--- src/rtl/rxq_pkg.sv ---
package rxq_pkg;

    // LSR bit positions (software decodes these, so positions are fixed)
    localparam int LSR_DR   = 0;
    localparam int LSR_OE   = 1;
    localparam int LSR_PE   = 2;
    localparam int LSR_FE   = 3;
    localparam int LSR_BI   = 4;
    localparam int LSR_THRE = 5;
    localparam int LSR_TEMT = 6;
    localparam int LSR_ERR  = 7;

    // bits of the LSR that an LSR read clears and a tag may set
    localparam logic [7:0] ERR_BITS = 8'h9E;

    typedef enum logic [1:0] {
        FILL_EMPTY,
        FILL_PART,
        FILL_FULL
    } fill_e;

    typedef struct packed {
        logic [7:0] tag;
        logic [7:0] chr;
    } entry_t;

endpackage

--- src/rtl/rxq_tagger.sv ---
module rxq_tagger
    import rxq_pkg::*;
(
    input  logic       rx_stb,
    input  logic [7:0] rx_byte,
    input  logic       rx_perr,
    input  logic       rx_ferr,
    input  logic       brk_stb,
    input  logic [1:0] wlen,
    input  logic       par_en,
    output logic       evt,
    output entry_t     ent
);

    logic [7:0] len_mask;

    always_comb begin
        len_mask = 8'hFF >> (2'd3 - wlen);
        evt      = rx_stb | brk_stb;
        ent      = '0;
        if (brk_stb) begin
            // break wins over a simultaneous character strobe
            ent.chr          = 8'h00;
            ent.tag[LSR_BI]  = 1'b1;
            ent.tag[LSR_FE]  = 1'b1;
            ent.tag[LSR_PE]  = par_en;
            ent.tag[LSR_ERR] = 1'b1;
        end else if (rx_stb) begin
            ent.chr          = rx_byte & len_mask;
            ent.tag[LSR_PE]  = rx_perr;
            ent.tag[LSR_FE]  = rx_ferr;
            ent.tag[LSR_ERR] = rx_perr | rx_ferr;
        end
    end

endmodule

--- src/rtl/rxq_store.sv ---
module rxq_store
    import rxq_pkg::*;
#(
    parameter int DEPTH = 16
) (
    input  logic   clk,
    input  logic   rst_n,
    input  logic   flush,
    input  logic   push,
    input  entry_t push_ent,
    input  logic   pop,
    input  logic   tag_clr,
    output entry_t head,
    output logic   not_empty,
    output logic   full
);

    localparam int AW = (DEPTH > 1) ? $clog2(DEPTH) : 1;
    localparam int CW = $clog2(DEPTH + 1);
    localparam logic [AW-1:0] LAST = AW'(DEPTH - 1);

    entry_t        mem [DEPTH];
    logic [AW-1:0] wr_ptr, rd_ptr;
    logic [CW-1:0] count, count_nx;
    fill_e         fill_q, fill_nx;
    logic          acc_push, do_pop;

    function automatic logic [AW-1:0] bump(input logic [AW-1:0] p);
        return (p == LAST) ? '0 : p + 1'b1;
    endfunction

    always_comb begin
        acc_push = push & (flush | (fill_q != FILL_FULL));
        do_pop   = pop & (fill_q != FILL_EMPTY) & ~flush;
        if (flush)
            count_nx = CW'(acc_push);
        else
            count_nx = count + CW'(acc_push) - CW'(do_pop);
    end

    // next fill state
    always_comb begin
        fill_nx = fill_q;
        unique case (fill_q)
            FILL_EMPTY: fill_nx = acc_push ? FILL_PART : FILL_EMPTY;
            FILL_PART: begin
                if (count_nx == '0)                 fill_nx = FILL_EMPTY;
                else if (count_nx == CW'(DEPTH))    fill_nx = FILL_FULL;
                else                                fill_nx = FILL_PART;
            end
            FILL_FULL: begin
                if (flush)       fill_nx = acc_push ? FILL_PART : FILL_EMPTY;
                else if (do_pop) fill_nx = FILL_PART;
                else             fill_nx = FILL_FULL;
            end
            default: fill_nx = FILL_EMPTY;
        endcase
    end

    // state register
    always_ff @(posedge clk or negedge rst_n) begin
        if (!rst_n) begin
            fill_q <= FILL_EMPTY;
            count  <= '0;
            wr_ptr <= '0;
            rd_ptr <= '0;
        end else begin
            fill_q <= fill_nx;
            count  <= count_nx;
            if (flush) begin
                rd_ptr <= '0;
                wr_ptr <= acc_push ? bump('0) : '0;
            end else begin
                if (acc_push) wr_ptr <= bump(wr_ptr);
                if (do_pop)   rd_ptr <= bump(rd_ptr);
            end
        end
    end

    always_ff @(posedge clk) begin
        if (tag_clr && !flush)
            mem[rd_ptr].tag <= '0;
        if (acc_push)
            mem[flush ? '0 : wr_ptr] <= push_ent;
    end

    // outputs
    always_comb begin
        head      = mem[rd_ptr];
        not_empty = (fill_q != FILL_EMPTY);
        full      = (fill_q == FILL_FULL);
    end

    assert_no_overflow_R6: assert property (@(posedge clk) disable iff (!rst_n)
        (full && push && !flush && !pop) |=> (count == CW'(DEPTH)));

    assert_flush_empty_R9: assert property (@(posedge clk) disable iff (!rst_n)
        (flush && !push) |=> !not_empty);

    assert_tag_once_R5: assert property (@(posedge clk) disable iff (!rst_n)
        (tag_clr && !pop && !flush) |=> (head.tag == 8'h00));

endmodule

--- src/rtl/rxq_status.sv ---
module rxq_status
    import rxq_pkg::*;
(
    input  logic       clk,
    input  logic       rst_n,
    input  logic       merge,
    input  logic [7:0] head_tag,
    input  logic       ovr_set,
    input  logic       lsr_rd,
    output logic [7:0] err_bits
);

    logic [7:0] err_q, err_nx, ovr_bits;

    always_comb begin
        ovr_bits          = '0;
        ovr_bits[LSR_OE]  = 1'b1;
        ovr_bits[LSR_ERR] = 1'b1;
        err_nx = lsr_rd ? 8'h00 : err_q;
        if (merge)   err_nx = err_nx | (head_tag & ERR_BITS);
        if (ovr_set) err_nx = err_nx | ovr_bits;
    end

    always_ff @(posedge clk or negedge rst_n) begin
        if (!rst_n) err_q <= '0;
        else        err_q <= err_nx;
    end

    assign err_bits = err_q;

    assert_read_clears_R8: assert property (@(posedge clk) disable iff (!rst_n)
        (lsr_rd && !merge && !ovr_set) |=> (err_bits == 8'h00));

    assert_merge_lands_R4: assert property (@(posedge clk) disable iff (!rst_n)
        merge |=> ((err_bits & $past(head_tag & ERR_BITS)) == $past(head_tag & ERR_BITS)));

    assert_overrun_flag_R6: assert property (@(posedge clk) disable iff (!rst_n)
        ovr_set |=> (err_bits[LSR_OE] && err_bits[LSR_ERR]));

endmodule

--- src/rtl/rx_tagged_fifo.sv ---
module rx_tagged_fifo
    import rxq_pkg::*;
#(
    parameter int DEPTH     = 16,
    parameter int ADDR_W    = 3,
    parameter int A_RBR     = 0,
    parameter int A_FCR     = 2,
    parameter int A_LSR     = 5,
    parameter int FCR_RXCLR = 1
) (
    input  logic              clk,
    input  logic              rst_n,
    input  logic              rx_stb,
    input  logic [7:0]        rx_byte,
    input  logic              rx_perr,
    input  logic              rx_ferr,
    input  logic              brk_stb,
    input  logic [1:0]        wlen,
    input  logic              par_en,
    input  logic              thr_empty,
    input  logic              tx_idle,
    input  logic              bus_rd,
    input  logic              bus_wr,
    input  logic [ADDR_W-1:0] bus_addr,
    input  logic [7:0]        bus_wdata,
    output logic [7:0]        bus_rdata,
    output logic              data_ready,
    output logic              tmo_restart
);

    localparam logic [ADDR_W-1:0] AD_RBR = ADDR_W'(A_RBR);
    localparam logic [ADDR_W-1:0] AD_FCR = ADDR_W'(A_FCR);
    localparam logic [ADDR_W-1:0] AD_LSR = ADDR_W'(A_LSR);

    logic       evt, flush, pop, lsr_rd, ovr_set, merge;
    logic       q_nonempty, q_full;
    entry_t     new_ent, head;
    logic [7:0] err_bits, lsr_val;
    logic       tmo_q;
    logic [7:0] unused_wdata;

    assign unused_wdata = bus_wdata;

    rxq_tagger u_tag (
        .rx_stb  (rx_stb),
        .rx_byte (rx_byte),
        .rx_perr (rx_perr),
        .rx_ferr (rx_ferr),
        .brk_stb (brk_stb),
        .wlen    (wlen),
        .par_en  (par_en),
        .evt     (evt),
        .ent     (new_ent)
    );

    always_comb begin
        flush   = bus_wr & (bus_addr == AD_FCR) & bus_wdata[FCR_RXCLR];
        pop     = bus_rd & (bus_addr == AD_RBR);
        lsr_rd  = bus_rd & (bus_addr == AD_LSR);
        ovr_set = evt & q_full & ~flush;
        merge   = q_nonempty & (head.tag != 8'h00);
    end

    rxq_store #(.DEPTH(DEPTH)) u_store (
        .clk       (clk),
        .rst_n     (rst_n),
        .flush     (flush),
        .push      (evt),
        .push_ent  (new_ent),
        .pop       (pop),
        .tag_clr   (merge),
        .head      (head),
        .not_empty (q_nonempty),
        .full      (q_full)
    );

    rxq_status u_status (
        .clk      (clk),
        .rst_n    (rst_n),
        .merge    (merge),
        .head_tag (head.tag),
        .ovr_set  (ovr_set),
        .lsr_rd   (lsr_rd),
        .err_bits (err_bits)
    );

    always_ff @(posedge clk or negedge rst_n) begin
        if (!rst_n) tmo_q <= 1'b0;
        else        tmo_q <= evt;
    end

    always_comb begin
        lsr_val           = err_bits;
        lsr_val[LSR_DR]   = q_nonempty;
        lsr_val[LSR_THRE] = thr_empty;
        lsr_val[LSR_TEMT] = tx_idle;
        if (bus_addr == AD_LSR)      bus_rdata = lsr_val;
        else if (bus_addr == AD_RBR) bus_rdata = q_nonempty ? head.chr : 8'h00;
        else                         bus_rdata = 8'h00;
    end

    assign data_ready  = q_nonempty;
    assign tmo_restart = tmo_q;

    assert_arrival_ready_R2: assert property (@(posedge clk) disable iff (!rst_n)
        evt |=> data_ready);

    assert_pulse_single_R10: assert property (@(posedge clk) disable iff (!rst_n)
        (tmo_restart && !$past(evt)) |-> 1'b0);

endmodule

--- config.mk ---
export PLATFORM = sky130hd
export DESIGN_NAME = rx_tagged_fifo
export DESIGN_NICKNAME = d
export VERILOG_FILES = /design/src/rtl/rxq_pkg.sv /design/src/rtl/rxq_tagger.sv /design/src/rtl/rxq_store.sv /design/src/rtl/rxq_status.sv /design/src/rtl/rx_tagged_fifo.sv
export SDC_FILE = /design/constraint.sdc
export NUM_CORES = 1
export LEC_CHECK = 0
export ABC_CLOCK_PERIOD_IN_PS = 9100
export BUFFER_PORTS_ARGS = -buffer_cell sky130_fd_sc_hd__buf_2
export CORE_MARGIN = 2
export CORE_UTILIZATION = 60
export CTS_CLUSTER_SIZE = 12
export DETAILED_ROUTE_END_ITERATION = 8
export MAX_ROUTING_LAYER = met4
export PLACE_DENSITY = 0.77
export SKIP_LAST_GASP = 1
export SLEW_MARGIN = 20
export SYNTH_ARGS = -nofsm -noshare
export SYNTH_HDL_FRONTEND = slang
export SYNTH_HIERARCHICAL = 1
export SYNTH_SLANG_ARGS = --single-unit
--- constraint.sdc ---
create_clock -name clk -period 9.1 [get_ports clk]
set_clock_uncertainty 0.05 [all_clocks]
set_input_delay 1.82 -clock clk [delete_from_list [all_inputs] [get_ports clk]]
set_output_delay 1.82 -clock clk [all_outputs]
set_load 0.01 [all_outputs]
==> results.cfg, run 1 <==
[status]
outcome = completed

[power_and_ir_drop]
p_total_mw = 3.92
power_density_mw_per_mm2 = 289
ir_worst_vdd_mv = 0.163
leakagePower_nw = 4.85

[timing]
worst_pin_slew_ns = 1.01
hold_viol = 0
period_needed_ns = 4.99
layout_worst_path_cycle_share = 0.548
fmax_mhz = 201
rsz0062_at_grt = false
relSlewSlack = 0.322
tns_ns = 0
final-setup-viol-count = 0
slew_violations = 0

[cells_and_area]
register_area_mm2 = 0.00822
filler_cell_count = 1308
multi_input_comb_area_mm2 = 0.00378
drive_above_1_share = 0.234
antennaDiodeCount = 0
nets = 812
fin_cells = 1061
area.growth.synth_to_final_pct = 10.4

[detailed_routing]
routed_wl_um = 26900
wire_per_inst_um = 25.4
route.detailed.drc = 0
num_vias = 6735
wl_met2_um = 13800
viasPerCell = 6.35
top_layer_used = met4
drtIter0Drc = 854
met3WireLength_um = 1960
drt_pass1_iterations = 5
final_antenna_net_count = 0
drt-met1-wl_um = 10700

[clocking]
htree_levels = 1
clock-sinks = 277
clockBufferDepth = 3
cts_setup_buffers = 0
cts_hold_buf = 0
clkTransAtPathRegs_ns = 0.06
cts_resized = 0
worstSkewPairLatency_ns = 0.53
cts_root_buf = clkbuf_16
cts_buffers = 28
cts_tree = built

[critical_path]
cp_max_fo = 44
critPathSlowestCell = dfrtp_4
crit_family = multiplexers
critPathCaptureType = output pin
critPathBufInv = 1
arrival_ns = 3.12
crit_path_cell_trace = mux4_1 -> mux4_2 -> nand2b_1 -> o32ai_1 -> buf_2
required_ns = 7.23
worstSetupStartpointType = flip-flop
path_class = flip-flop to output pin
max_stage_delay_ns = 0.98

[place]
numPortBuffers = 34
gp_congestion = 0.838
place_hpwl_um = 16600
dp.cells = 1009

[floorplanning]
rows = 52
fp.coreArea_mm2 = 0.0202
die_x_um = 147
dieArea_mm2 = 0.0216
die_y_um = 147
io_pins = 42
start_util = 0.609

[hold_path]
hp-class = flip-flop to flip-flop

[global_routing]
grt_max_degree = 71
track_usage = 0.265
antenna_found_initial = 0
grt_overflow = 0
grt_pass1_vias = 6807
grt_pass1_wl_um = 41300

[yosys]
synthesis.area_mm2 = 0.0123
yosysWarnings = 6
syn_inst = 721
synth.avg_cell_area_um2 = 17.0

[run]
maxCapViolCount = 0
==> tightest hold or removal path, cell delays in order (launching register included) <==
cell     delay [ns]
dfrtp_1        0.37
inv_1          0.05
o21ai_0        0.07
==> state kept, by name, summed over array words and instances, names as in the netlist <==
name and flops:
u_store/wr_ptr 4, u_status/err_bits 5, u_store/rd_ptr 4, u_store/fill_q 2, u_store/mem 256, u_store/count 5
tmo_restart 1
==> report_power, final <==
group / switching (mW) / internal, mW
clock network: 0.444 / 0.580
logic: 0.624 / 0.504
registers: 0.115 / 1.66
total: 1.18 / 2.74
==> layout make-up <==
cell class	instances	share of cell area
Timing Repair Buffer	54	0.0236
Tap cell	270	0.0249
Clock inverter	7	0.00304
Clock buffer	45	0.0571
Multi-Input combinational cell	381	0.279
Sequential cell	277	0.605
Inverter	27	0.00747
==> cell usage in the layout (no fill, tap or decap), types with 12 or more instances in the layout <==
master / count
edfxtp_1: 256
and2_1: 130
mux4_2: 79
buf_2: 34
nor2_1: 29
clkbuf_16: 28
inv_1: 24
buf_4: 20
dfrtp_1: 19
a21o_1: 17
clkbuf_1: 16
nand2_1: 12
nand2b_1: 12
==> final timing paths <==
path | start | to | slack [ns] | cells past startpoint
max | u_store/rd_ptr[0] | bus_rdata[3] | 4.11 | 5
min | u_status/err_bits[2] | u_status/err_bits[2] | 0.49 | 2
max reg2reg | u_store/rd_ptr[0] | u_store/mem[10][11] | 4.58 | 8
min reg2reg | u_status/err_bits[2] | u_status/err_bits[2] | 0.49 | 2
max in group asynchronous | rst_n | u_store/rd_ptr[0] | 7.45 | 1
min in group asynchronous | rst_n | u_status/err_bits[3] | 1.19 | 1
==> metal layers <==
layer | global-route usage | vias to the layer above
met5 | - | -
met4 | 0.0606 | 0
met3 | 0.0370 | 40
met2 | 0.429 | 305
met1 | 0.367 | 3524
li1 | - | 2866
==> stage by stage <==
| step | util | hold slack (ns) | area (µm²) | setup slack (ns) |
|---|---|---|---|---|
| floorplan | - | 0.428 | 12300 | 4.32 |
| global placement | 0.633 | 0.456 | 12800 | 4.10 |
| detailed placement | 0.633 | 0.475 | 12800 | 4.00 |
| CTS | 0.673 | 0.482 | 13600 | 4.05 |
| global route | 0.673 | 0.509 | 13600 | 3.96 |
| finish | 0.673 | 0.487 | 13600 | 4.11 |
No activity file was read; power rests on OpenSTA's default activity.
==> run 2, diff against run 1 <==
- ABC_CLOCK_PERIOD_IN_PS: 9100 -> 4100
- CORE_UTILIZATION: 60 -> 57
- clock period: 9.1 -> 4.1 ns (I/O delays scaled with it)
==> run 2 against run 1 <==
Critical path depth grew 1. Cell count up 1.1%. Clock-buffer cell count fell by 4. Sequential share of layout area shrank 0.61 points. Utilization shrank 2.3 points. Via count is 0.15% lower. Critical endpoint is now bus_rdata[0].
==> results.cfg, run 2 (synthesis gave the netlist of run 1 again) <==
[floorplanning]
start_util = 0.583
fp.coreArea_mm2 = 0.0211
die_y_um = 151
rows = 53
die_x_um = 151
dieArea_mm2 = 0.0228
io_pins = 42

[place]
place_hpwl_um = 17700
dp.cells = 1030
gp_congestion = 0.887
numPortBuffers = 34

[detailed_routing]
drt_pass1_iterations = 5
drtIter0Drc = 682
viasPerCell = 6.27
route.detailed.drc = 0
wire_per_inst_um = 26.5
routed_wl_um = 28400
num_vias = 6725
final_antenna_net_count = 0

[critical_path]
cp_max_fo = 16
cpMostUsedCell = mux4_2
crit_family = multiplexers
worstSetupStartpointType = flip-flop
path_class = flip-flop to output pin
critPathBufInv = 2
crit_path_cell_trace = buf_4 -> mux4_2 -> mux4_2 -> or3b_1 -> a21oi_1 -> buf_2
required_ns = 3.23
reg2reg_from = u_store/rd_ptr[0]
max_stage_delay_ns = 0.65
crit_start = u_store/rd_ptr[0]
critPathSlowestCell = dfrtp_4
arrival_ns = 3.02
critPathCaptureType = output pin

[cells_and_area]
final_common_cell = edfxtp_1
layout_common_cells = edfxtp_1, and2_1, mux4_2
antennaDiodeCount = 0
fin_cells = 1073
regMostFlops = u_store/mem
nets = 828
drive_above_1_share = 0.253
area.growth.synth_to_final_pct = 11.6
largest_register_ffs = 256

[timing]
fmax_mhz = 257
period_needed_ns = 3.89
final-setup-viol-count = 0
tns_ns = 0
worst_pin_slew_ns = 0.867
layout_worst_path_cycle_share = 0.949
hold_viol = 0
slew_violations = 0
rsz0062_at_grt = false
relSlewSlack = 0.422

[clocking]
cts_buffers = 28
worstSkewPairLatency_ns = 0.54
clock-sinks = 277
clockBufferDepth = 3
cts_root_buf = clkbuf_16
htree_levels = 1
cts_tree = built
cts_hold_buf = 0
clkTransAtPathRegs_ns = 0.06

[power_and_ir_drop]
power_density_mw_per_mm2 = 644
p_comb_frac = 0.294
seqPwrFrac = 0.447
cellInternalPower_mw = 6.17
leakagePower_nw = 4.94
ir_worst_vdd_mv = 0.290
p_clk_frac = 0.259
swShare = 0.301
p_sw_mw = 2.65

[global_routing]
grt_max_degree = 42
grt_pass1_vias = 7012
grt_overflow = 0
grt_pass1_wl_um = 42400
antenna_found_initial = 0
track_usage = 0.267

[run]
maxCapViolCount = 0

[status]
outcome = completed

[hold_path]
hp-class = input pin to async pin
==> run 2: changes by cell type in the layout (fill, tap and decap cells not counted), sizes merged <==
| cell | previous run | this run |
|---|---|---|
| buf | 54 | 70 |
| inv | 27 | 28 |
| clkinv | 7 | 1 |
| clkbuf | 45 | 41 |
==> run 2: per-layer routing <==
metal,share of wire,wire [µm],track usage
met1,0.37,10600,0.330
met2,0.50,14300,0.445
met3,0.094,2670,0.0654
met4,0.031,867,0.0799
met5,0,0,-
==> run 2: worst reg2reg max path, cell delays in order (launching register included) <==
cell	delay [ns]
dfrtp_4	0.65
buf_4	0.26
mux4_2	0.55
mux4_2	0.52
nor4_1	0.32
a21boi_0	0.28
nand2_1	0.28
nor3_1	0.14
a21o_1	0.39
==> run 2: power by group through the flow <==
stage | combinational, mW | sequential (mW) | clock (mW)
6_report | 2.60 | 3.95 | 2.28
3_3_place_gp | 2.45 | 3.94 | 0
2_1_floorplan | 1.86 | 3.83 | 0
4_1_cts | 2.57 | 3.94 | 2.31
3_5_place_dp | 2.54 | 3.99 | 0
5_1_grt | 2.76 | 3.99 | 2.42
==> run 2: stage by stage <==
stage / hold slack (ns) / worst slack, ns / power, mW / area (µm²) / utilization
6_report: 0.183 / 0.208 / 8.83 / 13700 / 0.650
5_1_grt: 0.212 / 0.0760 / 9.17 / 13700 / 0.650
4_1_cts: 0.184 / 0.110 / 8.82 / 13700 / 0.650
3_5_place_dp: 0.462 / 0.365 / 6.53 / 12900 / 0.612
3_3_place_gp: 0.454 / 0.470 / 6.39 / 12900 / 0.612
2_1_floorplan: 0.428 / 0.324 / 5.69 / 12300 / -
==> run 2: final timing paths <==
kind | to | slack [ns] | cells after the start
max | bus_rdata[0] | 0.21 | 6
min | u_store/rd_ptr[2] | 0.18 | 1
max reg2reg | u_store/mem[2][10] | 0.34 | 8
min reg2reg | u_status/err_bits[2] | 0.49 | 2
max in group asynchronous | u_store/rd_ptr[0] | 3.45 | 1
min in group clk | u_status/err_bits[2] | 0.49 | 2
==> run 2: area by class of cell <==
type                       count  area (µm²)
clock inverter                 2        13.8
fill                        1385        7370
inverter                      27         101
clock buffer                  41         791
timing repair buffer          70         469
tap                          275         344
multi-input combinational    381        3780
sequential                   277        8220
==> run 2: what timing repair did <==
action,CTS,global route
setup endpoints to repair,0,2
resized for setup,0,1
setup buffers,0,0
